File: config.mk
export PLATFORM = sky130hd
export DESIGN_NAME = rm_phys_addr
export DESIGN_NICKNAME = d
export VERILOG_FILES = /design/src/rtl/rm_phys_addr.sv
export SDC_FILE = /design/constraint.sdc
export NUM_CORES = 1
export LEC_CHECK = 0
export BUFFER_PORTS_ARGS = -buffer_cell sky130_fd_sc_hd__buf_2
export CORE_MARGIN = 2
export CORE_UTILIZATION = 60
export DETAILED_ROUTE_END_ITERATION = 16
export PLACE_DENSITY = 0.91
export SYNTH_ARGS = -nofsm -noshare
export SYNTH_HDL_FRONTEND = slang
export SYNTH_SLANG_ARGS = --single-unit
export TNS_END_PERCENT = 30
File: constraint.sdc
create_clock -name clk -period 7.1 [get_ports clk]
set_clock_uncertainty 0.1 [all_clocks]
set_input_delay 2.13 -clock clk [delete_from_list [all_inputs] [get_ports clk]]
set_output_delay 2.13 -clock clk [all_outputs]
set_load 0.02 [all_outputs]
File: src/rtl/rm_phys_addr.sv
module rm_phys_addr #(
  parameter int OFF_W     = 16,
  parameter int SEG_SHIFT = 4,
  parameter int MODE_W    = 4,
  localparam int ADDR_W   = OFF_W + SEG_SHIFT
) (
  input  logic              clk,
  input  logic              rst_n,
  input  logic              seg_we,
  input  logic [1:0]        seg_sel,
  input  logic [OFF_W-1:0]  seg_wdata,
  input  logic [MODE_W-1:0] mode,
  input  logic [1:0]        reg_sel,
  input  logic              base_sel,
  input  logic              idx_sel,
  input  logic [OFF_W-1:0]  reg_bx,
  input  logic [OFF_W-1:0]  reg_bp,
  input  logic [OFF_W-1:0]  reg_si,
  input  logic [OFF_W-1:0]  reg_di,
  input  logic [OFF_W-1:0]  reg_ip,
  input  logic [OFF_W-1:0]  reg_sp,
  input  logic [OFF_W-1:0]  disp,
  input  logic              disp_byte,
  input  logic              ovr_valid,
  input  logic [1:0]        ovr_seg,
  output logic [ADDR_W-1:0] phys_addr,
  output logic [OFF_W-1:0]  eff_off
);

  localparam logic [1:0] S_ES = 2'd0;
  localparam logic [1:0] S_CS = 2'd1;
  localparam logic [1:0] S_SS = 2'd2;
  localparam logic [1:0] S_DS = 2'd3;

  localparam logic [MODE_W-1:0] M_FETCH  = MODE_W'(0);
  localparam logic [MODE_W-1:0] M_STACK  = MODE_W'(1);
  localparam logic [MODE_W-1:0] M_DIRECT = MODE_W'(2);
  localparam logic [MODE_W-1:0] M_IND    = MODE_W'(3);
  localparam logic [MODE_W-1:0] M_BIX    = MODE_W'(4);
  localparam logic [MODE_W-1:0] M_REL    = MODE_W'(5);
  localparam logic [MODE_W-1:0] M_BIXREL = MODE_W'(6);
  localparam logic [MODE_W-1:0] M_STRSRC = MODE_W'(7);
  localparam logic [MODE_W-1:0] M_STRDST = MODE_W'(8);

  logic [OFF_W-1:0] seg_q [4];

  for (genvar g = 0; g < 4; g++) begin : g_seg
    always_ff @(posedge clk or negedge rst_n) begin
      if (!rst_n)                             seg_q[g] <= '0;
      else if (seg_we && seg_sel == 2'(g))    seg_q[g] <= seg_wdata;
    end
  end

  logic [OFF_W-1:0] disp_ext, one_reg, base_v, idx_v, off_n;
  logic [1:0]       dflt_seg, seg_pick;
  logic             ovr_ok;
  logic [ADDR_W-1:0] addr_n;

  assign disp_ext = disp_byte ? {{(OFF_W-8){disp[7]}}, disp[7:0]} : disp;
  assign base_v   = base_sel ? reg_bp : reg_bx;
  assign idx_v    = idx_sel  ? reg_di : reg_si;

  always_comb begin
    case (reg_sel)
      2'd0:    one_reg = reg_bx;
      2'd1:    one_reg = reg_bp;
      2'd2:    one_reg = reg_si;
      default: one_reg = reg_di;
    endcase
  end

  always_comb begin
    off_n    = reg_ip;
    dflt_seg = S_CS;
    ovr_ok   = 1'b0;
    case (mode)
      M_STACK:  begin off_n = reg_sp; dflt_seg = S_SS; end
      M_DIRECT: begin off_n = disp_ext; dflt_seg = S_DS; ovr_ok = 1'b1; end
      M_IND:    begin
        off_n = one_reg; dflt_seg = (reg_sel == 2'd1) ? S_SS : S_DS; ovr_ok = 1'b1;
      end
      M_BIX:    begin
        off_n = base_v + idx_v; dflt_seg = base_sel ? S_SS : S_DS; ovr_ok = 1'b1;
      end
      M_REL:    begin
        off_n = one_reg + disp_ext; dflt_seg = (reg_sel == 2'd1) ? S_SS : S_DS; ovr_ok = 1'b1;
      end
      M_BIXREL: begin
        off_n = base_v + idx_v + disp_ext; dflt_seg = base_sel ? S_SS : S_DS; ovr_ok = 1'b1;
      end
      M_STRSRC: begin off_n = reg_si; dflt_seg = S_DS; ovr_ok = 1'b1; end
      M_STRDST: begin off_n = reg_di; dflt_seg = S_ES; end
      default:  ;
    endcase
  end

  assign seg_pick = (ovr_ok && ovr_valid) ? ovr_seg : dflt_seg;
  assign addr_n   = {seg_q[seg_pick], {SEG_SHIFT{1'b0}}} + {{SEG_SHIFT{1'b0}}, off_n};

  always_ff @(posedge clk or negedge rst_n) begin
    if (!rst_n) begin
      phys_addr <= '0;
      eff_off   <= '0;
    end else begin
      phys_addr <= addr_n;
      eff_off   <= off_n;
    end
  end

  AST_SEG_WRITE: assert property (@(posedge clk) disable iff (!rst_n)
    seg_we |=> seg_q[$past(seg_sel)] == $past(seg_wdata));

  AST_FETCH_CS_IP: assert property (@(posedge clk) disable iff (!rst_n)
    (mode == M_FETCH) |=> phys_addr ==
      ({$past(seg_q[S_CS]), {SEG_SHIFT{1'b0}}} + {{SEG_SHIFT{1'b0}}, $past(reg_ip)}));

  AST_DIRECT_DISP: assert property (@(posedge clk) disable iff (!rst_n)
    (mode == M_DIRECT && !disp_byte) |=> eff_off == $past(disp));

  AST_BP_STACK_SEG: assert property (@(posedge clk) disable iff (!rst_n)
    (mode == M_IND && reg_sel == 2'd1 && !ovr_valid) |=> phys_addr ==
      ({$past(seg_q[S_SS]), {SEG_SHIFT{1'b0}}} + {{SEG_SHIFT{1'b0}}, $past(reg_bp)}));

  AST_DST_NO_OVR: assert property (@(posedge clk) disable iff (!rst_n)
    (mode == M_STRDST) |=> phys_addr ==
      ({$past(seg_q[S_ES]), {SEG_SHIFT{1'b0}}} + {{SEG_SHIFT{1'b0}}, $past(reg_di)}));

  AST_OFF_STABLE_IP: assert property (@(posedge clk) disable iff (!rst_n)
    (mode > M_STRDST) |=> eff_off == $past(reg_ip));

endmodule

# --- Word level (Yosys, flattened, before mapping) ---
# Cells that the tools add are included.
totals:
  out_inout_bits: 36
  regBits: 100
classes:
  n_lt_le_gt_ge: 1
  n_reduce_logical: 11
  eq_ne: 13
  add_sub_neg: 4
  mux: 13
  bitwise: 1
ops:
  columns: ["op", "n"]
  rows:
  - ["case mux 16 bit (8 select lines)", 1]
  - ["2-to-1 mux 16 bit", 5]
  - ["adder 16 bit", 3]
  - ["case mux 16 bit (3 select lines)", 1]
  - ["binary-select mux 16 bit (select 2 bit)", 1]
  - ["adder 20 x 16 -> 20 bit", 1]
  - ["== test 4 x 3 -> 1 bit, second input constant", 4]
  - ["case mux 2 bit (5 select lines)", 1]
  - ["== test 4 x 2 -> 1 bit, second input constant", 2]
  - ["== test 2 bit, second input constant", 3]
  - ["OR reduction 2 bit", 3]
  - ["OR reduction 6 bit", 1]
  - ["logical AND 1 bit", 5]
  - ["== test 2 x 1 -> 1 bit, second input constant", 2]
  - ["== test 4 x 1 -> 1 bit, second input constant", 1]
  - ["== test 4 bit, second input constant", 1]
  - ["logical NOT 2 bit", 2]
  - ["greater-or-equal comparator 3 bit, second input constant", 1]
  - ["2-to-1 mux 1 bit", 3]
  - ["inverter 2 -> 3 bit", 1]
  - ["2-to-1 mux 2 bit", 1]

# --- Longest topological paths before layout ---
# Gate-level depths: netlist (run 1).
depth:
  word_depth: 10
  ltp_mapped: 26
  ltp_nobuf: 25

# --- Worst setup path after synthesis (run 1) ---
# OpenSTA, ideal clock, no wires.
synth_timing:
  path_kind: "input to register"
  from: "input idx_sel"
  to: "register phys_addr[18]"
  path_stages: 24
  t_required_ps: 6873
  slack_ps: -486
  setup_time_ps: 127
  arrival_ps: 7359
  path_buffers: 1
  path_cell_list: "clkbuf_1 > mux2_2 > ha_1 > fa_1 > a211oi_1 > nor2_1 > o21a_1 > nor2_1 > xor2_1 > o21ai_0 > ha_1 > or4_1 > a211oi_2 > nor4_1 > a2111oi_4 > xor2_1 > o221ai_1 > o21a_1 > ha_1 > nand3_1 > o21a_1 > o31ai_1 > nand3_1 > xnor2_1"
synth_via:
  elab_chain_cells: 5
synth_rtl:
  columns: ["item", "line", "text"]
  rows:
  - ["start: declaration", "15", "input logic idx_sel,"]
  - ["2-to-1 mux 16 bit (*)", "61", "assign idx_v = idx_sel ? reg_di : reg_si;"]
  - ["adder 16 bit (*)", "83, 89", null]
  - ["adder 16 bit", "89", "off_n = base_v + idx_v + disp_ext; dflt_seg = base_sel ? S_SS : S_DS; ovr_ok = 1'b1;"]
  - ["case mux 16 bit (8 select lines) (*)", "76", "case (mode)"]
  - ["net off_n[11]", "54", "logic [OFF_W-1:0] disp_ext, one_reg, base_v, idx_v, off_n;"]
  - ["adder 20 x 16 -> 20 bit (*)", "98", "assign addr_n = {seg_q[seg_pick], {SEG_SHIFT{1'b0}}} + {{SEG_SHIFT{1'b0}}, off_n};"]
  - ["net addr_n[18]", "57", "logic [ADDR_W-1:0] addr_n;"]
  - ["end signal: assignment", "105", "phys_addr <= addr_n;"]
  - ["end: declaration", "26", "output logic [ADDR_W-1:0] phys_addr,"]
# The timed path passes the listed nets; every way through them passes the cells marked *.
# A chain may end at the register's enable or synchronous reset.

# --- Worst setup path in the final report (run 1) ---
layout_timing:
  from: "input idx_sel"
  to: "register phys_addr[19]"
# Same word-level chain as after synthesis.

==> results of run 1 <==
-- routing by layer --
metal,vias to the layer above,GRT usage [%],wire length (um)
met5,-,0,0
met4,0,18.3,1200
met3,105,5.93,1890
met2,418,59.6,12200
met1,3695,41.5,9680
li1,3498,-,-
-- cell families (layout without fill, tap and decap cells) --
family                   after synthesis  after routing  share of synthesized area, %
flip-flops                            96             96                          31.2
buffers and inverters                 67            335                          3.86
multiplexers                         141            141                          22.5
AND/OR/NAND/NOR                      181            181                          11.7
XOR/XNOR                              37             37                          4.20
AO/OA/AOI/OAI                        218            218                          18.6
adder cells (fa/ha/maj)               47             47                          7.90
-- state kept, by name (all words and copies together) (netlist names) --
signal	flops
seg_q	64
eff_off	16
phys_addr	16
-- Yosys cell counts, drive strengths merged (15+ instances only) --
cell | count | area share, %
nor2 | 42 | 2.1
xor2 | 18 | 2.0
nand2 | 53 | 2.6
buf | 19 | 1.5
nor3 | 16 | 1.0
o21ai | 52 | 3.4
xnor2 | 19 | 2.2
mux4 | 16 | 4.7
inv | 24 | 1.2
dfrtp | 96 | 31
nor2b | 16 | 1.3
a21oi | 53 | 3.4
mux2 | 97 | 14
a211oi | 22 | 2.2
ha | 43 | 7.0
mux2i | 28 | 3.7
clkbuf | 24 | 1.2
nand3 | 15 | 0.97
-- final cells by class --
cell class	instances	area [sq um]	area share (%)
flip-flops and latches	96	2400	23.7
clock buffers	9	225	2.22
clock inverters	7	101	0.999
inverters	24	90.1	0.888
repair buffers	295	1790	17.6
well taps	172	215	2.12
multi-input cells	624	5330	52.5
-- where the power goes --
| group | total, W | internal, W | leakage [nW] | switching (W) |
|---|---|---|---|---|
| combinational | 0.00118 | 0.000550 | 3.33 | 0.000626 |
| clock | 0.000539 | 0.000312 | 0.158 | 0.000227 |
| sequential | 0.000733 | 0.000675 | 1.13 | 0.0000579 |
-- worst min path at each step --
stage / startpoint / to / slack, ns / cells past startpoint
floorplan: seg_q[48]$_DFFE_PN0P_ / seg_q[48]$_DFFE_PN0P_ / 0.37 / 1
global placement: seg_q[58]$_DFFE_PN0P_ / seg_q[58]$_DFFE_PN0P_ / 0.38 / 1
detailed placement: seg_q[55]$_DFFE_PN0P_ / seg_q[55]$_DFFE_PN0P_ / 0.39 / 1
CTS: seg_q[55]$_DFFE_PN0P_ / seg_q[55]$_DFFE_PN0P_ / 0.41 / 1
global route: seg_q[17]$_DFFE_PN0P_ / seg_q[17]$_DFFE_PN0P_ / 0.41 / 1
finish: seg_q[32]$_DFFE_PN0P_ / seg_q[32]$_DFFE_PN0P_ / 0.41 / 1
-- through the flow --
step	hold WS, ns	cells	power (W)	worst slack (ns)	setup TNS [ns]
floorplan	0.373	787	0.00137	0.00506	0
global placement	0.381	1204	0.00175	-0.213	-1.42
detailed placement	0.392	1204	0.00179	-0.500	-2.96
CTS	0.408	1220	0.00233	0.0000600	0
global route	0.415	1227	0.00256	-0.221	-1.25
finish	0.406	1227	0.00245	0.0336	0
-- critical path, cell delays in order --
cell	delay, ns
buf_6	0.11
mux2_4	0.32
ha_4	0.18
fa_2	0.35
buf_4	0.15
a21o_1	0.15
a21oi_1	0.17
xor2_1	0.24
o21ai_0	0.13
ha_1	0.22
or4_4	0.55
a211oi_4	0.30
nor4_4	0.11
a2111oi_4	0.40
xor2_1	0.19
o221ai_1	0.14
o21a_1	0.19
ha_4	0.17
a21o_1	0.17
a21oi_4	0.17
nor2_2	0.05
a211oi_2	0.23
o31ai_4	0.12
nand4_1	0.16
xnor2_1	0.14
-- timing repair --
action	4_1_cts	5_1_grt
endpoints found under the setup margin	5	9
setup buffers	0	7
pin swaps	0	43
resized for setup	3	62
==> metrics, run 1 <==
status complete, no violations; dpl hpwl between 15000 and 20000 um; Layout Area Growth over Synthesis 31.6%; Final Hold Viols 0; VDD IR max between 0.2 and 0.25 mV; Die X 117 um; Routed WL per cell between 20 and 25 um; GPL Wtd Cong 1.01; Iter 0 DRT Violations approximately 720; Die Ht approximately 120 um; drt drc 0; Row Count 41; min Tclk post-route 7.07 ns; vias in the first global route 7646; most common cell after layout, fill and taps aside buf_2; Worst R2R Setup Slack roughly 4.2 ns; Port Buf Inserts 180; Slew Limit Fails 0; clock sink count between 90 and 100; final core utilization around 81%; TritonRoute pass-1 iters 7; total wire length 25000 um; achievable frequency about 140 MHz; core area 0.0126 sq mm; clk_lat worst skew 0.36 ns; most frequent cells in the layout 177 x buf_2, 113 x buf_4, 96 x dfrtp_1; Cells after Synth a little under 800; Post-synth top flop dfrtp_1; final setup vio count 0; n_diodes 0; initial antenna violation count 0; slew of the pin with the lowest slew margin 0.970 ns; asr flop ratio synth 100%; crit path DAT 7.24 ns; TritonCTS clock tree yes; global-route wire length before repair around 38000 um; Worst setup SP type primary input; register area share after synthesis 31.2%; dpl cell area 0.00949 sq mm; CTS buffer count 9; gr ovfl total 0; Tot GR Track Use 34.6%; hold_buf cts 0; RSZ-0062 raised after global routing true; Net Count, Synth 978; DRT antenna net count 0; FF+latch count, synth between 90 and 100; crit path capture phys_addr[19]$_DFF_PN0_; CP required 7.27 ns; Final Cell Area approximately 0.01 sq mm; share of cells above drive strength 1 45.0%; reg-to-reg endpoint phys_addr[12]$_DFF_PN0_; synthesized area per cell 9.80 sq um; Max Cap Violations 0; LEAKAGE 4.62 nW; Post-synth EDFFs 0; H-Tree Depth 3; Crit. End Element flip-flop; Fill cells 760; routed vias/inst 6.29; Hold Path Class flip-flop to flip-flop; Critical R2R Launch seg_q[48]$_DFFE_PN0P_; Reg clk slew, reported paths 0.07 ns; pin count of the biggest net entering global routing 71; Synthesis Warnings 0; CP Class primary input to flip-flop; Critical Path Start idx_sel; I/O pin cnt 181; Max-slew headroom 35.2%; worst-path fanout max 4; Nets 1241; Clock Path Buffers 2; Worst Reg2Reg Path Length in Cells 12; die area 0.0138 sq mm; Initial Util 61.3%; Synth cell types 69; root buffer cell clkbuf_16; Final period util approximately 100%; pwr/cell area 241 mW/mm^2; total number of vias between 7000 and 8000; synthesized area 0.00771 sq mm
No activity file was read; power rests on OpenSTA's default activity.
==> run 2, diff against run 1 <==
Settings changed: ABC_AREA set to 1, SETUP_SLACK_MARGIN set to 0.2.
==> metrics, run 2 <==
status complete, no violations; Max Cap Violations 0 (unchanged); total number of vias 8748 (+13%); Port Buf Inserts 180 (unchanged); Min-Delay Path Depth 2 (+1); GPL Wtd Cong 1.00 (-0.47%); worst hold start seg_q[50]$_DFFE_PN0P_; LEAKAGE 4.81 nW (+4.1%); Nets 1485 (+20%); TritonRoute pass-1 iters 9 (+2); final setup vio count 0 (unchanged); most frequent CP cell nand2_1; cell with the most instances after synthesis nand2_1; core area 0.0125 sq mm (-0.41%); Initial Util 60.8% (-0.57 points); Max-slew headroom 22.2% (-13 points); CP required 7.23 ns (-0.04 ns); min Tclk post-route 6.66 ns (-0.404 ns); Die X 117 um (-0.64%); die area 0.0136 sq mm (-1.3%); Cells after Synth 1122 (+43%); TritonCTS clock tree yes; VDD IR max 0.201 mV (-9.8%); clk_lat worst skew 0.34 ns (-0.02 ns); WHS Endpoint seg_q[50]$_DFFE_PN0P_; slew of the pin with the lowest slew margin 1.16 ns (+0.194 ns); FF+latch count, synth 96 (unchanged); Hold Path Class flip-flop to flip-flop; Tot GR Track Use 35.7% (+1.1 points); Routed WL per cell 16.7 um (-18%); share of cells above drive strength 1 21.7% (-23 points); top cells by area, synth dfrtp_1 32%, nand2_1 17%, o21ai_0 11%; Worst R2R Setup Slack 4.55 ns (+0.37 ns); synthesized area 0.00761 sq mm (-1.3%); I/O pin cnt 181 (unchanged); initial antenna violation count 0 (unchanged); Post-synth top flop dfrtp_1; Net Count, Synth 1313 (+34%); crit path DAT 6.79 ns (-0.45 ns); achievable frequency 150 MHz (+6.1%); synthesized area per cell 6.78 sq um (-31%); final core utilization 73.8% (-7.0 points); Setup TNS 0 ns (unchanged); H-Tree Depth 3 (unchanged); total wire length 24500 um (-1.7%); clock sink count 96 (unchanged); top post-synthesis cells by count 338 x nand2_1, 170 x o21ai_0, 96 x dfrtp_1; gr ovfl total 0 (unchanged); Row Count 41 (unchanged); dpl hpwl 18300 um (-0.46%); Worst path slowest cell ha_2; global-route wire length before repair 38000 um (about the same); Clock Path Buffers 2 (unchanged); Crit. End Element flip-flop; Synth cell types 54 (-22%); CP bufs+invs 5 (+3); Critical R2R Launch seg_q[0]$_DFFE_PN0P_; Worst setup SP type primary input; Worst Reg2Reg Path Length in Cells 11 (-1); max reg flops 64 (unchanged); Post-synth EDFFs 0 (unchanged); Slew Limit Fails 0 (unchanged); Reg with most FFs seg_q; Die Ht 117 um (-0.64%); most common cell after layout, fill and taps aside nand2_1; worst-path fanout max 11 (+7); root buffer cell clkbuf_16; largest area contributor in the netlist dfrtp_1; CTS buffer count 9 (unchanged); CP Class primary input to flip-flop; register area share after synthesis 31.6% (+0.42 points); routed vias/inst 5.95 (-5.4%); Iter 0 DRT Violations 1004 (+39%); Final Hold Viols 0 (unchanged); pin count of the biggest net entering global routing 66 (-7.0%); Final period util 93.8% (-5.7 points); CP top delay family simple AND/OR/NAND/NOR gates; vias in the first global route 7980 (+4.4%); reg-to-reg endpoint phys_addr[14]$_DFF_PN0_; n_diodes 0 (unchanged); Layout Area Growth over Synthesis 21.4%; RSZ-0062 raised after global routing true; DRT antenna net count 0 (unchanged); pwr/cell area 235 mW/mm^2 (-2.5%); Reg clk slew, reported paths 0.07 ns (about the same); Largest stage delay, worst path 0.37 ns (-0.18 ns); share of the synthesized area in the top cell type 31.6% (+0.42 points); Largest regs seg_q: 64 flops, eff_off: 16 flops, phys_addr: 16 flops; most frequent cells in the layout 337 x nand2_1, 177 x buf_2, 165 x o21ai_0; Synthesis Warnings 0 (unchanged); asr flop ratio synth 100% (unchanged); Critical Path Start base_sel; drt drc 0 (unchanged)
==> run 2: cell count changes after synthesis, moves of 12 or more <==
cell,before,now
a211oi_1,21,3
o21ai_0,51,170
nand3_1,15,79
nand2_1,53,338
inv_1,24,89
mux2i_1,27,3
mux4_2,16,0
nor2b_1,16,0
nor2_1,41,67
a22oi_1,13,1
nor3_1,16,3
mux2_2,97,3
==> run 2: cell type report <==
type,instances,area [sq um]
multi-input combinational,882,4770
fill,1040,3280
sequential,96,2400
timing repair buffer,207,1120
inverter,98,375
clock buffer,10,239
tap,172,215
clock inverter,6,113
==> run 2: what timing repair did <==
item / 4_1_cts / 5_1_grt
endpoints found under the setup margin: 0 / 7
gates resized for setup: 0 / 40
buffers inserted: 0 / 7
hold buffers: 0 / 0
==> run 2: kinds of logic after synthesis <==
family | share of synthesized area, %
AOI/OAI and AO/OA | 20.5
xor gates and xnor gates | 3.11
adders and majority gates | 7.86
buffers and inverters | 7.65
DFF | 31.6
muxes | 0.839
and+or+nand+nor | 28.5
==> run 2: worst max-delay path by stage <==
stage               cells after the start                 endpoint  slack [ns]
CTS                                    31  phys_addr[19]$_DFF_PN0_        0.30
global route                           34  phys_addr[19]$_DFF_PN0_        0.08
floorplan                              30  phys_addr[19]$_DFF_PN0_        0.41
detailed placement                     31  phys_addr[19]$_DFF_PN0_       -0.03
global placement                       31  phys_addr[19]$_DFF_PN0_        0.07
finish                                 34  phys_addr[19]$_DFF_PN0_        0.44
==> run 2: tightest hold or removal path, delay by kind of cell, from the launching register on <==
| family | cells | cell delay (ns) |
|---|---|---|
| AO/OA/AOI/OAI | 1 | 0.06 |
| flip-flops | 1 | 0.34 |
| AND/OR/NAND/NOR | 1 | 0.05 |
==> run 2: stage by stage <==
step / power (W) / hold WS (ns) / instance area, sq um / std cells / worst slack, ns
after floorplan: 0.00127 / 0.348 / 7610 / 1122 / 0.408
after detailed placement: 0.00153 / 0.369 / 8660 / 1448 / -0.0323
after global routing: 0.00230 / 0.403 / 9240 / 1471 / 0.0820
after global placement: 0.00151 / 0.360 / 8660 / 1448 / 0.0690
final: 0.00217 / 0.383 / 9240 / 1471 / 0.438
after CTS: 0.00210 / 0.385 / 9020 / 1464 / 0.296
==> run 2: layer usage <==
metal | track usage, % | vias to the layer above | routed length (um)
li1 | - | 4091 | -
met1 | 46.8 | 4022 | 9920
met2 | 58.8 | 540 | 11400
met4 | 12.9 | 0 | 821
met5 | 0 | - | 0
met3 | 7.52 | 95 | 2430
==> run 2: where the power goes <==
group / switching, W / internal [W]
registers: 0.0000491 / 0.000660
logic: 0.000563 / 0.000338
clock network: 0.000207 / 0.000356
